**src/rtl/flash_cmd_pkg.sv**
```systemverilog
package flash_cmd_pkg;

  typedef enum logic [2:0] {
    M_READ   = 3'd0,
    M_STAT   = 3'd1,
    M_PROG   = 3'd2,
    M_SERASE = 3'd3,
    M_BERASE = 3'd4,
    M_ERR    = 3'd5,
    M_RECOV  = 3'd6
  } mode_e;

  typedef enum logic [2:0] {
    C_NONE, C_RESET, C_STAT, C_PROG, C_SERASE, C_BULK
  } cmd_e;

  typedef enum logic [2:0] {
    D_IDLE, D_U1, D_U2, D_PGM, D_ERS
  } dec_e;

  localparam int UA_W = 12;
  localparam logic [UA_W-1:0] UNLOCK_A1 = 12'h555;
  localparam logic [UA_W-1:0] UNLOCK_A2 = 12'hAAA;
  localparam logic [7:0] UNLOCK_D1 = 8'hAA;
  localparam logic [7:0] UNLOCK_D2 = 8'h55;
  localparam logic [7:0] OPC_PROG  = 8'hA0;
  localparam logic [7:0] OPC_ERS   = 8'h80;
  localparam logic [7:0] OPC_STAT  = 8'h90;
  localparam logic [7:0] OPC_RST   = 8'hF0;
  localparam logic [7:0] OPC_SEC   = 8'h30;
  localparam logic [7:0] OPC_BULK  = 8'h10;

  localparam logic [1:0] K_PROG   = 2'd1;
  localparam logic [1:0] K_SERASE = 2'd2;
  localparam logic [1:0] K_BULK   = 2'd3;

  function automatic int imax(input int a, input int b);
    return (a > b) ? a : b;
  endfunction

endpackage

```
**src/rtl/flash_cmd_dec.sv**
```systemverilog
module flash_cmd_dec
  import flash_cmd_pkg::*;
(
  input  logic            clk,
  input  logic            rst_n,
  input  logic            wr_en,
  input  logic [UA_W-1:0] wr_lo,
  input  logic [7:0]      wr_data,
  output cmd_e            cmd_o
);

  dec_e st_q, st_d;
  cmd_e cmd_d;
  logic hit1, hit2;

  assign hit1 = (wr_lo == UNLOCK_A1) && (wr_data == UNLOCK_D1);
  assign hit2 = (wr_lo == UNLOCK_A2) && (wr_data == UNLOCK_D2);

  always_comb begin
    st_d  = st_q;
    cmd_d = C_NONE;
    case (st_q)
      D_IDLE: begin
        if (wr_data == OPC_RST) cmd_d = C_RESET;
        else if (hit1)          st_d  = D_U1;
      end
      D_U1: st_d = hit2 ? D_U2 : D_IDLE;
      D_U2: begin
        st_d = D_IDLE;
        if (wr_lo == UNLOCK_A1) begin
          case (wr_data)
            OPC_PROG: st_d  = D_PGM;
            OPC_ERS:  st_d  = D_ERS;
            OPC_STAT: cmd_d = C_STAT;
            OPC_RST:  cmd_d = C_RESET;
            default:  ;
          endcase
        end
      end
      D_PGM: begin
        st_d  = D_IDLE;
        cmd_d = C_PROG;
      end
      D_ERS: begin
        st_d = D_IDLE;
        if (wr_data == OPC_SEC)       cmd_d = C_SERASE;
        else if (wr_data == OPC_BULK) cmd_d = C_BULK;
      end
      default: st_d = D_IDLE;
    endcase
    if (!wr_en) begin
      st_d  = st_q;
      cmd_d = C_NONE;
    end
  end

  assign cmd_o = cmd_d;

  always_ff @(posedge clk or negedge rst_n) begin
    if (!rst_n)     st_q <= D_IDLE;
    else if (wr_en) st_q <= st_d;
  end

endmodule

```
**src/rtl/flash_cmd_prot.sv**
```systemverilog
module flash_cmd_prot #(
  parameter int NSEC_PRI = 4,
  parameter int NSEC_SEC = 2,
  parameter int SB       = 3
) (
  input  logic                         clk,
  input  logic                         rst_n,
  input  logic                         cfg_we,
  input  logic                         cfg_lock,
  input  logic [NSEC_PRI+NSEC_SEC-1:0] cfg_prot,
  input  logic                         cfg_secure,
  input  logic [SB-1:0]                look_sec,
  output logic                         look_prot,
  output logic [NSEC_PRI+NSEC_SEC-1:0] unprot_mask,
  output logic [7:0]                   pri_o,
  output logic [7:0]                   sec_o
);

  localparam int NSEC = NSEC_PRI + NSEC_SEC;

  logic [NSEC-1:0] prot_q;
  logic            secure_q;
  logic            load_en;

  assign load_en = cfg_we && !cfg_lock;

  always_ff @(posedge clk or negedge rst_n) begin
    if (!rst_n) begin
      prot_q   <= '0;
      secure_q <= 1'b0;
    end else if (load_en) begin
      prot_q   <= cfg_prot;
      secure_q <= cfg_secure;
    end
  end

  // Indices with no sector behind them count as protected.
  always_comb begin
    look_prot = 1'b1;
    for (int i = 0; i < NSEC; i++) begin
      if (look_sec == SB'(i)) look_prot = prot_q[i];
    end
  end

  assign unprot_mask = ~prot_q;

  for (genvar g = 0; g < 8; g++) begin : g_pri
    if (g < NSEC_PRI) begin : g_on
      assign pri_o[g] = prot_q[g];
    end else begin : g_off
      assign pri_o[g] = 1'b0;
    end
  end

  for (genvar g = 0; g < 7; g++) begin : g_sec
    if (g < NSEC_SEC) begin : g_on
      assign sec_o[g] = prot_q[NSEC_PRI+g];
    end else begin : g_off
      assign sec_o[g] = 1'b0;
    end
  end
  assign sec_o[7] = secure_q;

endmodule

```
**src/rtl/flash_cmd_tmr.sv**
```systemverilog
module flash_cmd_tmr #(
  parameter int CW = 8
) (
  input  logic          clk,
  input  logic          rst_n,
  input  logic          load,
  input  logic [CW-1:0] load_val,
  output logic          zero_o
);

  logic [CW-1:0] cnt_q, cnt_d;
  logic          cnt_en;

  assign zero_o = (cnt_q == '0);
  assign cnt_en = load || !zero_o;

  always_comb begin
    if (load) cnt_d = load_val;
    else      cnt_d = cnt_q - 1'b1;
  end

  always_ff @(posedge clk or negedge rst_n) begin
    if (!rst_n)      cnt_q <= '0;
    else if (cnt_en) cnt_q <= cnt_d;
  end

endmodule

```
**src/rtl/flash_cmd_ctrl.sv**
```systemverilog
module flash_cmd_ctrl
  import flash_cmd_pkg::*;
#(
  parameter int AW         = 15,
  parameter int SEC_BITS   = 3,
  parameter int NSEC_PRI   = 4,
  parameter int NSEC_SEC   = 2,
  parameter int PROG_CYC   = 8,
  parameter int SERASE_CYC = 40,
  parameter int BERASE_CYC = 60,
  parameter int ABORT_CYC  = 12,
  parameter int ERRCLR_CYC = 20
) (
  input  logic                         clk,
  input  logic                         rst_n,
  input  logic                         bus_we,
  input  logic [AW-1:0]                bus_addr,
  input  logic [7:0]                   bus_wdata,
  input  logic                         cfg_we,
  input  logic [NSEC_PRI+NSEC_SEC-1:0] cfg_prot,
  input  logic                         cfg_secure,
  input  logic                         op_fail,
  output logic [2:0]                   mode_o,
  output logic                         busy_o,
  output logic [7:0]                   stat_o,
  output logic [7:0]                   prot_pri_o,
  output logic [7:0]                   prot_sec_o,
  output logic                         arr_commit_o,
  output logic [1:0]                   arr_kind_o,
  output logic [AW-1:0]                arr_addr_o,
  output logic [7:0]                   arr_data_o,
  output logic [NSEC_PRI+NSEC_SEC-1:0] arr_mask_o
);

  localparam int NSEC = NSEC_PRI + NSEC_SEC;
  localparam int MAXC = imax(imax(imax(PROG_CYC, SERASE_CYC), imax(BERASE_CYC, ABORT_CYC)), ERRCLR_CYC);
  localparam int CW   = $clog2(MAXC + 1);

  cmd_e            cmd;
  mode_e           mode_q, mode_d;
  logic [SEC_BITS-1:0] sec_idx;
  logic            sec_prot;
  logic [NSEC-1:0] unprot_mask, sec_onehot;
  logic            tmr_load, tmr_zero;
  logic [CW-1:0]   tmr_val;
  logic            op_ld, commit_d, commit_q, busy, is_reset;
  logic [1:0]      kind_d, kind_q;
  logic [NSEC-1:0] mask_d, mask_q;
  logic [AW-1:0]   addr_q;
  logic [7:0]      data_q;

  flash_cmd_dec u_dec (
    .clk     (clk),
    .rst_n   (rst_n),
    .wr_en   (bus_we),
    .wr_lo   (bus_addr[UA_W-1:0]),
    .wr_data (bus_wdata),
    .cmd_o   (cmd)
  );

  assign sec_idx = bus_addr[AW-1 -: SEC_BITS];

  flash_cmd_prot #(
    .NSEC_PRI (NSEC_PRI),
    .NSEC_SEC (NSEC_SEC),
    .SB       (SEC_BITS)
  ) u_prot (
    .clk         (clk),
    .rst_n       (rst_n),
    .cfg_we      (cfg_we),
    .cfg_lock    (busy),
    .cfg_prot    (cfg_prot),
    .cfg_secure  (cfg_secure),
    .look_sec    (sec_idx),
    .look_prot   (sec_prot),
    .unprot_mask (unprot_mask),
    .pri_o       (prot_pri_o),
    .sec_o       (prot_sec_o)
  );

  flash_cmd_tmr #(.CW(CW)) u_tmr (
    .clk      (clk),
    .rst_n    (rst_n),
    .load     (tmr_load),
    .load_val (tmr_val),
    .zero_o   (tmr_zero)
  );

  assign sec_onehot = NSEC'(1) << sec_idx;
  assign is_reset   = (cmd == C_RESET);

  always_comb begin
    mode_d   = mode_q;
    tmr_load = 1'b0;
    tmr_val  = '0;
    op_ld    = 1'b0;
    kind_d   = kind_q;
    mask_d   = mask_q;
    commit_d = 1'b0;
    case (mode_q)
      M_READ: begin
        case (cmd)
          C_STAT: mode_d = M_STAT;
          C_PROG: if (!sec_prot) begin
            mode_d = M_PROG;   tmr_load = 1'b1; tmr_val = CW'(PROG_CYC - 1);
            op_ld  = 1'b1;     kind_d   = K_PROG; mask_d = sec_onehot;
          end
          C_SERASE: if (!sec_prot) begin
            mode_d = M_SERASE; tmr_load = 1'b1; tmr_val = CW'(SERASE_CYC - 1);
            op_ld  = 1'b1;     kind_d   = K_SERASE; mask_d = sec_onehot;
          end
          C_BULK: if (|unprot_mask) begin
            mode_d = M_BERASE; tmr_load = 1'b1; tmr_val = CW'(BERASE_CYC - 1);
            op_ld  = 1'b1;     kind_d   = K_BULK; mask_d = unprot_mask;
          end
          default: ;
        endcase
      end
      M_STAT: if (is_reset) mode_d = M_READ;
      M_PROG, M_BERASE: begin
        if (op_fail) mode_d = M_ERR;
        else if (tmr_zero) begin
          mode_d   = M_READ;
          commit_d = 1'b1;
        end
      end
      M_SERASE: begin
        if (op_fail) mode_d = M_ERR;
        else if (is_reset) begin
          mode_d = M_RECOV; tmr_load = 1'b1; tmr_val = CW'(ABORT_CYC - 1);
        end else if (tmr_zero) begin
          mode_d   = M_READ;
          commit_d = 1'b1;
        end
      end
      M_ERR: if (is_reset) begin
        mode_d = M_RECOV; tmr_load = 1'b1; tmr_val = CW'(ERRCLR_CYC - 1);
      end
      M_RECOV: if (tmr_zero) mode_d = M_READ;
      default: mode_d = M_READ;
    endcase
  end

  always_ff @(posedge clk or negedge rst_n) begin
    if (!rst_n) begin
      mode_q   <= M_READ;
      commit_q <= 1'b0;
    end else begin
      mode_q   <= mode_d;
      commit_q <= commit_d;
    end
  end

  always_ff @(posedge clk or negedge rst_n) begin
    if (!rst_n) begin
      kind_q <= '0;
      mask_q <= '0;
      addr_q <= '0;
      data_q <= '0;
    end else if (op_ld) begin
      kind_q <= kind_d;
      mask_q <= mask_d;
      addr_q <= bus_addr;
      data_q <= bus_wdata;
    end
  end

  assign busy = (mode_q == M_PROG) || (mode_q == M_SERASE) ||
                (mode_q == M_BERASE) || (mode_q == M_RECOV);

  assign mode_o       = mode_q;
  assign busy_o       = busy;
  assign stat_o       = {busy, 1'b0, (mode_q == M_ERR), 2'b00, mode_q};
  assign arr_commit_o = commit_q;
  assign arr_kind_o   = kind_q;
  assign arr_addr_o   = addr_q;
  assign arr_data_o   = data_q;
  assign arr_mask_o   = mask_q;

endmodule

```
**config.mk**
```make
export PLATFORM = sky130hd
export DESIGN_NAME = flash_cmd_ctrl
export DESIGN_NICKNAME = d
export VERILOG_FILES = /design/src/rtl/flash_cmd_pkg.sv /design/src/rtl/flash_cmd_dec.sv /design/src/rtl/flash_cmd_prot.sv /design/src/rtl/flash_cmd_tmr.sv /design/src/rtl/flash_cmd_ctrl.sv
export SDC_FILE = /design/constraint.sdc
export NUM_CORES = 1
export LEC_CHECK = 0
export BUFFER_PORTS_ARGS = -buffer_cell sky130_fd_sc_hd__buf_4
export CORE_MARGIN = 2
export CORE_UTILIZATION = 40
export DETAILED_ROUTE_END_ITERATION = 10
export GPL_ROUTABILITY_DRIVEN = 1
export PLACE_DENSITY = 0.7
export SETUP_SLACK_MARGIN = 0.5
export SYNTH_ARGS = -nofsm -noshare
export SYNTH_HDL_FRONTEND = slang
export SYNTH_SLANG_ARGS = --single-unit
```
**constraint.sdc**
```tcl
create_clock -name clk -period 2.9 [get_ports clk]
set_clock_uncertainty 0.05 [all_clocks]
set_input_delay 0.145 -clock clk [delete_from_list [all_inputs] [get_ports clk]]
set_output_delay 0.145 -clock clk [all_outputs]
set_load 0.1 [all_outputs]
```
* Word-level counts from Yosys, hierarchy flattened
Cells that the tools add are included.
** Storage, ports and cells
- Bits in registers :: 51
- Bits in latches :: 0
- Memory bits (writable) :: 0
- ROM bits :: 0
- Input port bits :: 35
- Output and inout bits :: 60
- Logic and storage cells :: 135
- Memories kept :: 0
** Operators by class
- Add/subtract/negate cells :: 1
- Multiply operators :: 0
- Div/mod/pow operators :: 0
- Order comparisons :: 0
- Equal/unequal tests :: 42
- Shift-type cells :: 1
- Multiplexer cells :: 58
- Bitwise logic cells :: 1
- Reductions and logical operators :: 22
** Operators by type and width (count)
- 3-bit 2-to-1 mux :: 17
- 8-bit equality test, second input constant :: 5
- 6-bit one-hot mux with 3 select lines :: 2
- 6-bit 2-to-1 mux :: 5
- 3-bit by 2-bit equality test with 1-bit output, second input constant :: 8
- 3-bit equality test, second input constant :: 8
- 3-bit one-hot mux with 4 select lines :: 2
- 3-bit one-hot mux with 6 select lines :: 1
- 1-bit 2-to-1 mux :: 16
- 12-bit by 11-bit equality test with 1-bit output, second input constant :: 1
- 12-bit equality test, second input constant :: 1
- 3-bit by 1-bit equality test with 1-bit output, second input constant :: 4
- 2-bit inequality test, second input constant :: 6
- 6-bit one-hot mux with 2 select lines :: 1
- 6-bit AND reduction :: 2
- 3-bit zero test :: 3
- 3-bit inequality test, second input constant :: 3
- 3-bit one-hot mux with 3 select lines :: 1
- 8-bit by 5-bit equality test with 1-bit output, second input constant :: 1
- 8-bit by 6-bit equality test with 1-bit output, second input constant :: 1
- 8-bit by 7-bit equality test with 1-bit output, second input constant :: 1
- 2-bit 2-to-1 mux :: 4
- 4-bit 2-to-1 mux :: 2
- 6-bit zero test :: 1
- 20 further kinds :: 29

* Logic depth before layout (Yosys ltp)
Gate-level depths: netlist of run 1.
- Depth after elaboration :: 11
- Mapped depth :: 10
- Mapped depth without buffers :: 8

* By module
A second synthesis of run 1 with hierarchy kept.
** Second synthesis, totals
- Cell total of the unflattened synthesis :: 300
- Area, all modules :: 3144.3 um^2
** Modules (own cells, without submodules)
- flash_cmd_ctrl :: times used 1, cells each 165, area each 1973.1 um^2, seq. area each 875.8 um^2
- flash_cmd_prot :: times used 1, cells each 44, area each 396.6 um^2, seq. area each 175.2 um^2
- flash_cmd_dec :: times used 1, cells each 50, area each 395.4 um^2, seq. area each 75.1 um^2
- flash_cmd_tmr :: times used 1, cells each 41, area each 379.1 um^2, seq. area each 150.1 um^2

* Worst setup path before layout of run 1
No wires, ideal clock.
- Kind :: register -> output
- Start point :: register mode_q[2] (netlist: mode_o[2])
- End point :: output port stat_o[7]
- Arrival time :: 4.127 ns
- Path slack :: -1.422 ns
- Stages on the path, launching flop included :: 5
- Path buffers :: 2
- Path through :: dfrtp_1 -> clkbuf_1 -> inv_1 -> o21ai_0 -> buf_4
** On the way
- Word-level cells in the longest chain between the ends :: 4
** Ends and longest elaborated chain
- start, declared :: line flash_cmd_ctrl.sv:40 : mode_e mode_q, mode_d;
- start signal, assigned :: line flash_cmd_ctrl.sv:149 : mode_q <= mode_d;
- 3-bit by 2-bit equality test with 1-bit output :: line flash_cmd_ctrl.sv:168 : assign busy = (mode_q == M_PROG) || (mode_q == M_SERASE) ||
- 1-bit logical OR (2 in a row) :: line flash_cmd_ctrl.sv:168
- 1-bit logical OR (*) :: line flash_cmd_ctrl.sv:169 : (mode_q == M_BERASE) || (mode_q == M_RECOV);
- end, declared :: line flash_cmd_ctrl.sv:25 : output logic [7:0] stat_o,
Mark *: on every way between the ends. The rest lies on a longest branch, timed or not.

* Final worst setup path of run 1
- Start point :: register u_prot.prot_q[0]
- End point :: register data_q[3] (netlist: arr_data_o[3])
** On the way
- Word-level cells in the longest chain between the ends :: 9
** Ends and longest elaborated chain
- start, declared :: line flash_cmd_prot.sv:21 : logic [NSEC-1:0] prot_q;
- start signal, assigned :: line flash_cmd_prot.sv:32 : prot_q <= cfg_prot;
- 1-bit 2-to-1 mux (6 in a row) :: line flash_cmd_prot.sv:41 : if (look_sec == SB'(i)) look_prot = prot_q[i];
- 1-bit 2-to-1 mux :: line flash_cmd_ctrl.sv:104, flash_cmd_ctrl.sv:108
- 1-bit one-hot mux with 2 select lines (*) :: line flash_cmd_ctrl.sv:102 : case (cmd)
- 1-bit 2-to-1 mux (*) :: line flash_cmd_ctrl.sv:100 : case (mode_q)
- end signal, assigned :: line flash_cmd_ctrl.sv:164 : data_q <= bus_wdata;
- end, declared :: line flash_cmd_ctrl.sv:50 : logic [7:0] data_q;
Marked as above.
A chain may end at the register's enable or synchronous reset.

==> results.yml, run 1 <==
run_status:
  run_status: "completed"
cts:
  cts.clk_slew.worst_paths_ns: 0.11
  clock-sinks: 51
  cts-buffers-inserted: 5
  tritoncts: "built"
  clk_latency_ns: 0.31
  cts-root-buf: "sky130_fd_sc_hd__clkbuf_8"
  cts_htree_levels: 2
  ctsLongestPathBuffers: 2
synthesis:
  netlist_instances: 297
  synth_top_flop_cell: "sky130_fd_sc_hd__dfrtp_1"
  number_of_synthesized_flops_with_an_enable_pin: 0
  netlist_area_um2: 3050
  ys_seq_area_frac: 0.418
  ys_types: 60
  yosysWarnings: 0
  ys_async_sr_fraction: 1.00
  syn-mean-instance-area_um2: 10.3
  yosys_register_bits: 51
cells_and_area:
  highest_count_cells_in_the_layout_ignoring_fill_and_taps: "sky130_fd_sc_hd__buf_4, sky130_fd_sc_hd__dfrtp_1, sky130_fd_sc_hd__nand2_1, sky130_fd_sc_hd__mux2_4, sky130_fd_sc_hd__nor2_1"
  area.growth.synth_to_final_pct: 32.0
  antenna_cells: 0
  stdcell_count: 486
  finalInstanceArea_um2: 4030
  drive_gt1_frac: 0.426
  design.final.nets: 423
  fillers: 644
  leading_cell_type_in_the_layout_fill_and_taps_excluded: "sky130_fd_sc_hd__buf_4"
route:
  vias: 2608
  drt_iter0_drc: 169
  postRouteWirelength_mm: 8.26
  post_drt_via_cell_ratio: 5.37
  remaining_drc_errors: 0
  postRouteAntennaNets: 0
  detail_route.first_pass.iterations: 5
  routed_wire_length_per_instance_um: 17.0
place:
  gp_congestion: 0.924
  post-dp-hpwl_mm: 5.45
  detailed_place.area_um2: 3690
  buffer_ports.inserted: 82
  dpl_worst_slack_ns: 0.466
  place_inst: 462
worst_setup_path:
  crit_start_category: "register"
  critical_path_peak_fanout: 11
  timing.critical_path.slowest_cell_delay_ns: 0.49
  endpoint_kind: "register"
  crit_required_ns: 3.06
  arrival_ns: 2.54
  cell_chain_critical_path: "mux2_4 > o22a_1 > o221ai_2 > a21bo_2 > a21oi_4 > o21ai_4 > buf_12 > mux2_1"
  slowest_stage: "sky130_fd_sc_hd__dfrtp_4"
  crit_type: "reg -> reg"
sta:
  rsz0062_at_grt: "yes"
  fmax_ghz: 0.419
  final_max_slew_viol_count: 0
  setup_ws_ns: 0.512
  fin_setup_tns_ns: 0
  max-slew-margin-rel: 0.459
  worst-slew-pin-transition_ns: 0.807
  hold_viol_final: 0
  setup_viol_count_final: 0
  layout_worst_path_cycle_share: 0.823
  fin_crit_ns: 2.39
  finalHoldWorstSlack_ns: 0.00873
floorplan:
  dieHeight_um: 91.4
  floorplan.initialDensity: 0.417
  core_area_um2: 7330
  fp-row-count: 31
  die_area_um2: 8350
  die-width_um: 91.4
  ios: 95
grt:
  first_global_vias: 2485
  grt_max_degree: 52
  track_usage: 0.178
  grt_first_pass_wirelength_mm: 12.1
  grt_antenna_before_repair: 0
  grt_overflow_total: 0
worst_hold_path:
  hold_path.class: "in -> reg"
run:
  max-cap-violations: 0
power_and_ir_drop:
  power.static_leakage_nw: 1.95
  p_per_area_nw_per_um2: 480
  max-vdd-ir-drop_uv: 276
[worst paths after layout]
kind / startpoint / to / cells past startpoint / slack, ns
hold / removal: cfg_prot[5] / u_prot.prot_q[5] / 2 / 0.009
setup / recovery: u_prot.prot_q[0] / arr_data_o[3] / 8 / 0.51
setup reg to reg: u_prot.prot_q[0] / arr_data_o[3] / 8 / 0.51
hold reg to reg: arr_mask_o[0] / arr_mask_o[0] / 2 / 0.45
min in group asynchronous: rst_n / arr_addr_o[12] / 2 / 0.34
max in group asynchronous: rst_n / u_prot.prot_q[0] / 2 / 1.96
[cell type report]
type | count | area, um2 | share of cell area
Sequential cell | 51 | 1290 | 0.321
Clock buffer | 5 | 68.8 | 0.0171
Multi-Input combinational cell | 219 | 1670 | 0.415
Inverter | 10 | 37.5 | 0.00931
Clock inverter | 3 | 27.5 | 0.00683
Timing Repair Buffer | 99 | 807 | 0.200
Tap cell | 99 | 124 | 0.0307
[critical path: cells and delay by family, from the launching register on]
kind / cells / cell delay, ns
buffers and inverters: 1 / 0.21
AO/OA/AOI/OAI: 5 / 0.96
multiplexers: 2 / 0.58
flip-flops: 1 / 0.49
[sequential cells by signal (all words and copies together), names as in the netlist]
register         cells
arr_addr_o          15
u_tmr.cnt_q          6
arr_kind_o           2
arr_mask_o           6
mode_o               3
u_prot.secure_q      1
arr_commit_o         1
u_dec.st_q           3
arr_data_o           8
u_prot.prot_q        6
[power breakdown]
part	leakage (nW)	total, mW	internal [mW]	switching, mW
registers	0.673	0.845	0.774	0.0703
logic	1.23	0.643	0.209	0.434
clock network	0.0463	0.449	0.178	0.271
total	1.95	1.94	1.16	0.776
[metal layers]
layer,up-vias,GRT usage,part of all wire
li1,1221,-,-
met1,1300,0.235,0.44
met2,81,0.287,0.50
met3,6,0.0465,0.055
met4,0,0.0492,0.011
met5,-,0,0
[synthesized netlist by cell type (3+ instances only)]
cell	count	area share
sky130_fd_sc_hd__nand2_1	27	0.033
sky130_fd_sc_hd__clkbuf_1	6	0.0074
sky130_fd_sc_hd__buf_4	17	0.042
sky130_fd_sc_hd__xnor2_1	4	0.011
sky130_fd_sc_hd__nor4bb_1	3	0.0098
sky130_fd_sc_hd__nand2b_1	3	0.0061
sky130_fd_sc_hd__mux2_2	8	0.029
sky130_fd_sc_hd__inv_1	10	0.012
sky130_fd_sc_hd__o21ai_1	11	0.018
sky130_fd_sc_hd__nand4_1	10	0.020
sky130_fd_sc_hd__nor2_1	21	0.026
sky130_fd_sc_hd__nand4bb_1	3	0.011
sky130_fd_sc_hd__mux2_4	23	0.11
sky130_fd_sc_hd__nor4_1	3	0.0061
sky130_fd_sc_hd__nand3b_1	3	0.0074
sky130_fd_sc_hd__buf_6	4	0.015
sky130_fd_sc_hd__nor3_1	9	0.015
sky130_fd_sc_hd__a21oi_1	6	0.0098
sky130_fd_sc_hd__nor2b_1	5	0.010
sky130_fd_sc_hd__dfrtp_1	51	0.42
sky130_fd_sc_hd__nand3_1	5	0.0082
sky130_fd_sc_hd__o21ai_0	11	0.018
sky130_fd_sc_hd__a31oi_1	4	0.0082
[kinds of logic after synthesis]
group	Yosys count	synth area share
XOR/XNOR	4	0.0115
other	1	0.00123
multiplexers	34	0.153
AO/OA/AOI/OAI	52	0.112
buffers and inverters	38	0.0778
flip-flops	51	0.418
adder cells (fa/ha/maj)	2	0.00819
AND/OR/NAND/NOR	115	0.218
[per-stage QoR]
stage,util,total power [mW]
5_1_grt,0.550,2.03
6_report,0.550,1.94
3_5_place_dp,0.503,1.48
4_1_cts,0.522,1.93
2_1_floorplan,-,1.34
3_3_place_gp,0.503,1.46
[timing repair]
action	4_1_cts	5_1_grt
pin swaps	0	5
cloned	0	5
hold buffers	2	0
setup endpoints to repair	25	35
buffers inserted	0	9
endpoints found under the hold margin	52	0
gates resized for setup	3	12
(Power assumes the default switching activity.)
==> inputs of run 2 (changes only) <==
--- a/config.mk
+++ b/config.mk
@@ -5,6 +5,7 @@
 export SDC_FILE = /design/constraint.sdc
 export NUM_CORES = 1
 export LEC_CHECK = 0
+export ABC_AREA = 1
 export BUFFER_PORTS_ARGS = -buffer_cell sky130_fd_sc_hd__buf_4
 export CORE_MARGIN = 2
 export CORE_UTILIZATION = 40
==> constraint.sdc (replaced) <==
create_clock -name clk -period 2.2 [get_ports clk]
set_clock_uncertainty 0.05 [all_clocks]
set_input_delay 0.11 -clock clk [delete_from_list [all_inputs] [get_ports clk]]
set_output_delay 0.11 -clock clk [all_outputs]
set_load 0.1 [all_outputs]
==> results.yml, run 2 <==
grt:
  grt_antenna_before_repair: 0
  grt_max_degree: 52
  grt_overflow_total: 0
  track_usage: 0.212
  grt_first_pass_wirelength_mm: 14.5
  first_global_vias: 3002
route:
  drt_iter0_drc: 144
  detail_route.first_pass.iterations: 6
  post_drt_via_cell_ratio: 4.96
  postRouteAntennaNets: 0
  routed_wire_length_per_instance_um: 14.3
  remaining_drc_errors: 0
  postRouteWirelength_mm: 8.91
  vias: 3085
floorplan:
  fp-row-count: 32
  ios: 95
  floorplan.initialDensity: 0.409
  die_area_um2: 8590
  die-width_um: 92.7
  core_area_um2: 7690
  dieHeight_um: 92.7
cts:
  cts.clk_slew.worst_paths_ns: 0.10
  cts-buffers-inserted: 5
  clock-sinks: 51
  tritoncts: "built"
  clk_latency_ns: 0.31
  cts_htree_levels: 2
  cts-root-buf: "sky130_fd_sc_hd__clkbuf_8"
  ctsLongestPathBuffers: 2
synthesis:
  ys_async_sr_fraction: 1.00
  ys_top_cells_by_count: "sky130_fd_sc_hd__nand2_1, sky130_fd_sc_hd__dfrtp_1, sky130_fd_sc_hd__inv_1"
  syn-mean-instance-area_um2: 7.86
  synth_top_flop_cell: "sky130_fd_sc_hd__dfrtp_1"
  synth_top_cells_by_area: "sky130_fd_sc_hd__dfrtp_1, sky130_fd_sc_hd__nand2_1, sky130_fd_sc_hd__o21ai_2"
  synth_top_area_frac: 0.406
  yosys_register_bits: 51
  synth_top_area_cell: "sky130_fd_sc_hd__dfrtp_1"
  netlist_area_um2: 3150
  ys_seq_area_frac: 0.406
  netlist_instances: 400
  yosysMostFrequentCell: "sky130_fd_sc_hd__nand2_1"
  number_of_synthesized_flops_with_an_enable_pin: 0
  ys_types: 41
  yosysWarnings: 0
power_and_ir_drop:
  p_per_area_nw_per_um2: 792
  power.static_leakage_nw: 2.26
  max-vdd-ir-drop_uv: 377
cells_and_area:
  highest_count_cells_in_the_layout_ignoring_fill_and_taps: "sky130_fd_sc_hd__buf_4, sky130_fd_sc_hd__nand2_1, sky130_fd_sc_hd__dfrtp_1, sky130_fd_sc_hd__inv_1, sky130_fd_sc_hd__nor2_1"
  drive_gt1_frac: 0.438
  area.growth.synth_to_final_pct: 46.2
  leading_cell_type_in_the_layout_fill_and_taps_excluded: "sky130_fd_sc_hd__buf_4"
  design.final.nets: 556
  stdcell_count: 622
  largest_register_ff_count: 15
  antenna_cells: 0
worst_setup_path:
  cell_chain_critical_path: "nor2_4 > inv_2 > nor2_4 > nand4_1 > nand3_2 > nand2_2 > nand2_2 > nand2_2 > nand2_2 > nand2_4 > buf_12 > buf_12 > nand2_8 > nand3_2"
  crit_type: "reg -> reg"
  worstReg2RegStart: "u_dec.st_q[1]"
  worst_path_top_cell_family_by_delay: "simple AND/OR/NAND/NOR gates"
  crit_start_category: "register"
  cp.buffers_inverters: 3
  slowest_stage: "sky130_fd_sc_hd__dfrtp_2"
  arrival_ns: 2.19
  timing.rr.end: "u_tmr.cnt_q[1]"
  reg2reg_slack_ns: 0.15
  crit_required_ns: 2.34
  r2r_cells: 14
  endpoint_kind: "register"
  critical_path_peak_fanout: 6
  most_used_cell_cp: "sky130_fd_sc_hd__nand2_2"
  timing.critical_path.slowest_cell_delay_ns: 0.48
sta:
  fmax_ghz: 0.487
  layout_worst_path_cycle_share: 0.933
  worst-slew-pin-transition_ns: 0.658
  max-slew-margin-rel: 0.562
  rsz0062_at_grt: "yes"
  final_max_slew_viol_count: 0
  fin_setup_tns_ns: 0
  fin_crit_ns: 2.05
  hold_viol_final: 0
  setup_viol_count_final: 0
worst_hold_path:
  hold_path_startpoint: "cfg_prot[3]"
  hold-path-cell-count: 3
  sink_of_the_worst_hold_path: "u_prot.prot_q[3]"
  hold_path.class: "in -> reg"
place:
  buffer_ports.inserted: 82
  gp_congestion: 0.856
  post-dp-hpwl_mm: 6.06
  place_inst: 575
run_status:
  run_status: "completed"
run:
  max-cap-violations: 0
run 2: report_power, final:
part,switching (mW),internal (mW)
Clock,0.327,0.454
Combinational,1.17,0.484
Sequential,0.133,1.08
Total,1.63,2.02
run 2: worst max path at each step:
stage | cells after the start | from | end | slack [ns]
2_1_floorplan | 8 | mode_o[0] | mode_o[2] | 0.32
3_3_place_gp | 13 | u_dec.st_q[0] | u_tmr.cnt_q[0] | 0.15
3_5_place_dp | 15 | u_dec.st_q[0] | arr_addr_o[7] | 0.08
4_1_cts | 15 | u_dec.st_q[0] | arr_mask_o[0] | 0.17
5_1_grt | 14 | u_dec.st_q[1] | u_tmr.cnt_q[4] | 0.03
6_report | 14 | u_dec.st_q[1] | u_tmr.cnt_q[1] | 0.15
run 2: layout make-up:
class | instances | area (um2)
Tap cell | 102 | 128
Timing Repair Buffer | 124 | 1070
Clock buffer | 5 | 68.8
Multi-Input combinational cell | 294 | 1790
Fill cell | 694 | 3090
Inverter | 43 | 173
Clock inverter | 3 | 67.6
Sequential cell | 51 | 1310
run 2: worst reg2reg max path, stage by stage (launching register included):
cell and delay, ns:
sky130_fd_sc_hd__dfrtp_2 0.48, sky130_fd_sc_hd__nor2_4 0.13, sky130_fd_sc_hd__inv_2 0.06, sky130_fd_sc_hd__nor2_4 0.09, sky130_fd_sc_hd__nand4_1 0.12, sky130_fd_sc_hd__nand3_2 0.15
sky130_fd_sc_hd__nand2_2 0.09, sky130_fd_sc_hd__nand2_2 0.08, sky130_fd_sc_hd__nand2_2 0.06, sky130_fd_sc_hd__nand2_2 0.08, sky130_fd_sc_hd__nand2_4 0.09, sky130_fd_sc_hd__buf_12 0.14
sky130_fd_sc_hd__buf_12 0.13, sky130_fd_sc_hd__nand2_8 0.10, sky130_fd_sc_hd__nand3_2 0.07
run 2: layer usage:
metal,GRT usage,routed length [um],up-vias
met4,0.0551,123,0
met3,0.0464,524,12
li1,-,-,1517
met2,0.363,4390,120
met5,0,0,-
met1,0.271,3870,1436
run 2: per-stage QoR:
stage / setup WS, ns / area, um2 / power, mW / hold WS [ns] / util
2_1_floorplan: 0.323 / 3270 / 2.40 / -0.236 / -
3_3_place_gp: 0.151 / 3870 / 2.68 / 0.131 / 0.504
5_1_grt: 0.0295 / 4600 / 3.85 / 0.0117 / 0.598
4_1_cts: 0.167 / 4520 / 3.61 / 0.000150 / 0.589
6_report: 0.146 / 4600 / 3.64 / 0.00569 / 0.598
3_5_place_dp: 0.0812 / 3870 / 2.70 / 0.135 / 0.504
run 2: kinds of logic after synthesis:
logic type | after synthesis | share of synthesized area
compound gates | 55 | 0.118
xor+xnor | 3 | 0.00835
fa+ha+maj | 2 | 0.00795
buf+inv | 69 | 0.120
flops | 51 | 0.406
mux | 8 | 0.0286
other cells | 1 | 0.00119
simple gates | 211 | 0.310
run 2: repair_timing:
item                                   4_1_cts  5_1_grt
endpoints found under the hold margin       63        0
hold buffers                                13        0
cloned                                       5        0
setup buffers                               16        5
resized for setup                           38       11
setup endpoints to repair                   41       49
pin swaps                                   14        9
==> inputs of run 3 (changes only) <==
--- a/config.mk
+++ b/config.mk
@@ -12,6 +12,7 @@
 export DETAILED_ROUTE_END_ITERATION = 10
 export GPL_ROUTABILITY_DRIVEN = 1
 export PLACE_DENSITY = 0.7
+export REMOVE_ABC_BUFFERS = 1
 export SETUP_SLACK_MARGIN = 0.5
 export SYNTH_ARGS = -nofsm -noshare
 export SYNTH_HDL_FRONTEND = slang
==> results.yml, run 3 (synthesis gave the netlist of run 2 again) <==
power_and_ir_drop:
  p_per_area_nw_per_um2: 792
  power.clock.fraction: 0.191
  p_int_mw: 1.93
  power.static_leakage_nw: 2.28
  p_comb_frac: 0.479
  share_seq_of_total_power: 0.330
  max-vdd-ir-drop_uv: 522
  switching_share: 0.457
  finalPower_mw: 3.56
  net_load_switching_power_mw: 1.63
route:
  routed_wire_length_per_instance_um: 13.7
  drt_iter0_drc: 298
  post_drt_via_cell_ratio: 5.04
  postRouteWirelength_mm: 8.61
  remaining_drc_errors: 0
  vias: 3172
  postRouteAntennaNets: 0
  detail_route.first_pass.iterations: 5
cts:
  cts-root-buf: "sky130_fd_sc_hd__clkbuf_8"
  cts.clk_slew.worst_paths_ns: 0.09
  ctsLongestPathBuffers: 2
  cts_htree_levels: 2
  clock-sinks: 51
  cts-buffers-inserted: 5
  clk_latency_ns: 0.31
  tritoncts: "built"
worst_setup_path:
  arrival_ns: 2.31
  crit_required_ns: 2.35
  endpoint_kind: "register"
  crit_start_category: "register"
  critical_path_peak_fanout: 5
  crit_type: "reg -> reg"
cells_and_area:
  drive_gt1_frac: 0.376
  leading_cell_type_in_the_layout_fill_and_taps_excluded: "sky130_fd_sc_hd__buf_4"
  largest_register_ff_count: 15
  antenna_cells: 0
  highest_count_cells_in_the_layout_ignoring_fill_and_taps: "sky130_fd_sc_hd__buf_4, sky130_fd_sc_hd__nand2_1, sky130_fd_sc_hd__dfrtp_1, sky130_fd_sc_hd__inv_1, sky130_fd_sc_hd__nor2_1"
  finalInstanceArea_um2: 4500
  area.growth.synth_to_final_pct: 43.0
  design.final.nets: 563
  fillers: 692
  post_layout_utilization_of_the_core: 0.585
grt:
  first_global_vias: 3056
  grt_max_degree: 52
  grt_first_pass_wirelength_mm: 14.2
  track_usage: 0.203
  grt_antenna_before_repair: 0
  grt_overflow_total: 0
worst_hold_path:
  hold_path.class: "in -> reg"
sta:
  fin_crit_ns: 2.15
  max-slew-margin-rel: 0.561
  worst-slew-pin-transition_ns: 0.658
  finalHoldWorstSlack_ns: 0.0292
  hold_viol_final: 0
  rsz0062_at_grt: "yes"
  layout_worst_path_cycle_share: 0.978
  fin_setup_tns_ns: 0
  fmax_ghz: 0.465
  setup_viol_count_final: 0
  final_max_slew_viol_count: 0
floorplan:
  die-width_um: 92.7
  core_area_um2: 7690
  dieHeight_um: 92.7
  fp-row-count: 32
  ios: 95
  floorplan.initialDensity: 0.409
  die_area_um2: 8590
place:
  detailed_place.area_um2: 3780
  gp_congestion: 0.884
  buffer_ports.inserted: 82
  post-dp-hpwl_mm: 5.65
run:
  max-cap-violations: 0
run_status:
  run_status: "completed"
## run 3: cell types whose count changed in the layout (fill, tap and decap cells not counted), moves of 3 or more
cell and change:
sky130_fd_sc_hd__nand2_1 +19, sky130_fd_sc_hd__nand2_2 -17, sky130_fd_sc_hd__dfrtp_1 +8, sky130_fd_sc_hd__dfrtp_4 -7, sky130_fd_sc_hd__nor2_2 -5, sky130_fd_sc_hd__buf_6 +4, sky130_fd_sc_hd__buf_4 +3, sky130_fd_sc_hd__dlygate4sd3_1 +3
sky130_fd_sc_hd__nand2_4 -3, sky130_fd_sc_hd__nor2_1 +3
## run 3: power groups by stage
stage | Clock [mW] | Sequential (mW) | Combinational (mW)
final | 0.680 | 1.18 | 1.71
after global routing | 0.736 | 1.19 | 1.82
after CTS | 0.703 | 1.17 | 1.62
after detailed placement | 0 | 1.19 | 1.42
after global placement | 0 | 1.19 | 1.40
after floorplan | 0 | 1.59 | 0.676
## run 3: timing repair
item,CTS,global route
cloned,4,0
gates resized for setup,26,19
endpoints found under the hold margin,66,0
pin swaps,13,14
hold buffers,16,0
endpoints found under the setup margin,41,46
setup buffers,24,3
## run 3: layer usage
layer	share of wire	vias up	global-route usage
met3	0.063	12	0.0366
li1	-	1531	-
met5	0	-	0
met4	0.014	0	0.0662
met1	0.43	1495	0.265
met2	0.49	134	0.343
## run 3: metrics by stage
| stage | cells | worst slack, ns |
|---|---|---|
| after floorplan | 385 | -1.18 |
| after global placement | 574 | 0.113 |
| after detailed placement | 574 | 0.0776 |
| after CTS | 626 | 0.198 |
| after global routing | 629 | -0.0195 |
| final | 629 | 0.0485 |
## run 3: final cells by class
cell class | instances | area (um2) | share of cell area
flip-flops and latches | 51 | 1280 | 0.284
multi-input cells | 293 | 1680 | 0.374
well taps | 102 | 128 | 0.0284
repair buffers | 132 | 1120 | 0.250
clock inverters | 2 | 35.0 | 0.00779
clock buffers | 6 | 82.6 | 0.0184
inverters | 43 | 166 | 0.0370
## run 3: critical path, stage by stage (launching register included)
cell                      delay (ns)
sky130_fd_sc_hd__dfrtp_1        0.45
sky130_fd_sc_hd__inv_2          0.10
sky130_fd_sc_hd__nand3_2        0.11
sky130_fd_sc_hd__nor2_4         0.12
sky130_fd_sc_hd__nand2_2        0.09
sky130_fd_sc_hd__nor2_4         0.13
sky130_fd_sc_hd__o21ai_0        0.15
sky130_fd_sc_hd__nand2_1        0.11
sky130_fd_sc_hd__nand3_1        0.12
sky130_fd_sc_hd__nand2_4        0.16
sky130_fd_sc_hd__nand2_8        0.11
sky130_fd_sc_hd__buf_6          0.14
sky130_fd_sc_hd__a21oi_2        0.13
sky130_fd_sc_hd__nor2_1         0.05
## run 3: final timing paths
kind                               start              to  slack, ns  depth (start not counted)
min                         bus_wdata[1]   arr_data_o[1]       0.03                          3
max in group asynchronous          rst_n   u_dec.st_q[1]       1.30                          2
min in group asynchronous          rst_n  u_tmr.cnt_q[0]       0.32                          2
max                        u_dec.st_q[0]  u_tmr.cnt_q[2]       0.05                         13
min reg2reg                arr_addr_o[1]   arr_addr_o[1]       0.44                          2
max reg2reg                u_dec.st_q[0]  u_tmr.cnt_q[2]       0.05                         13
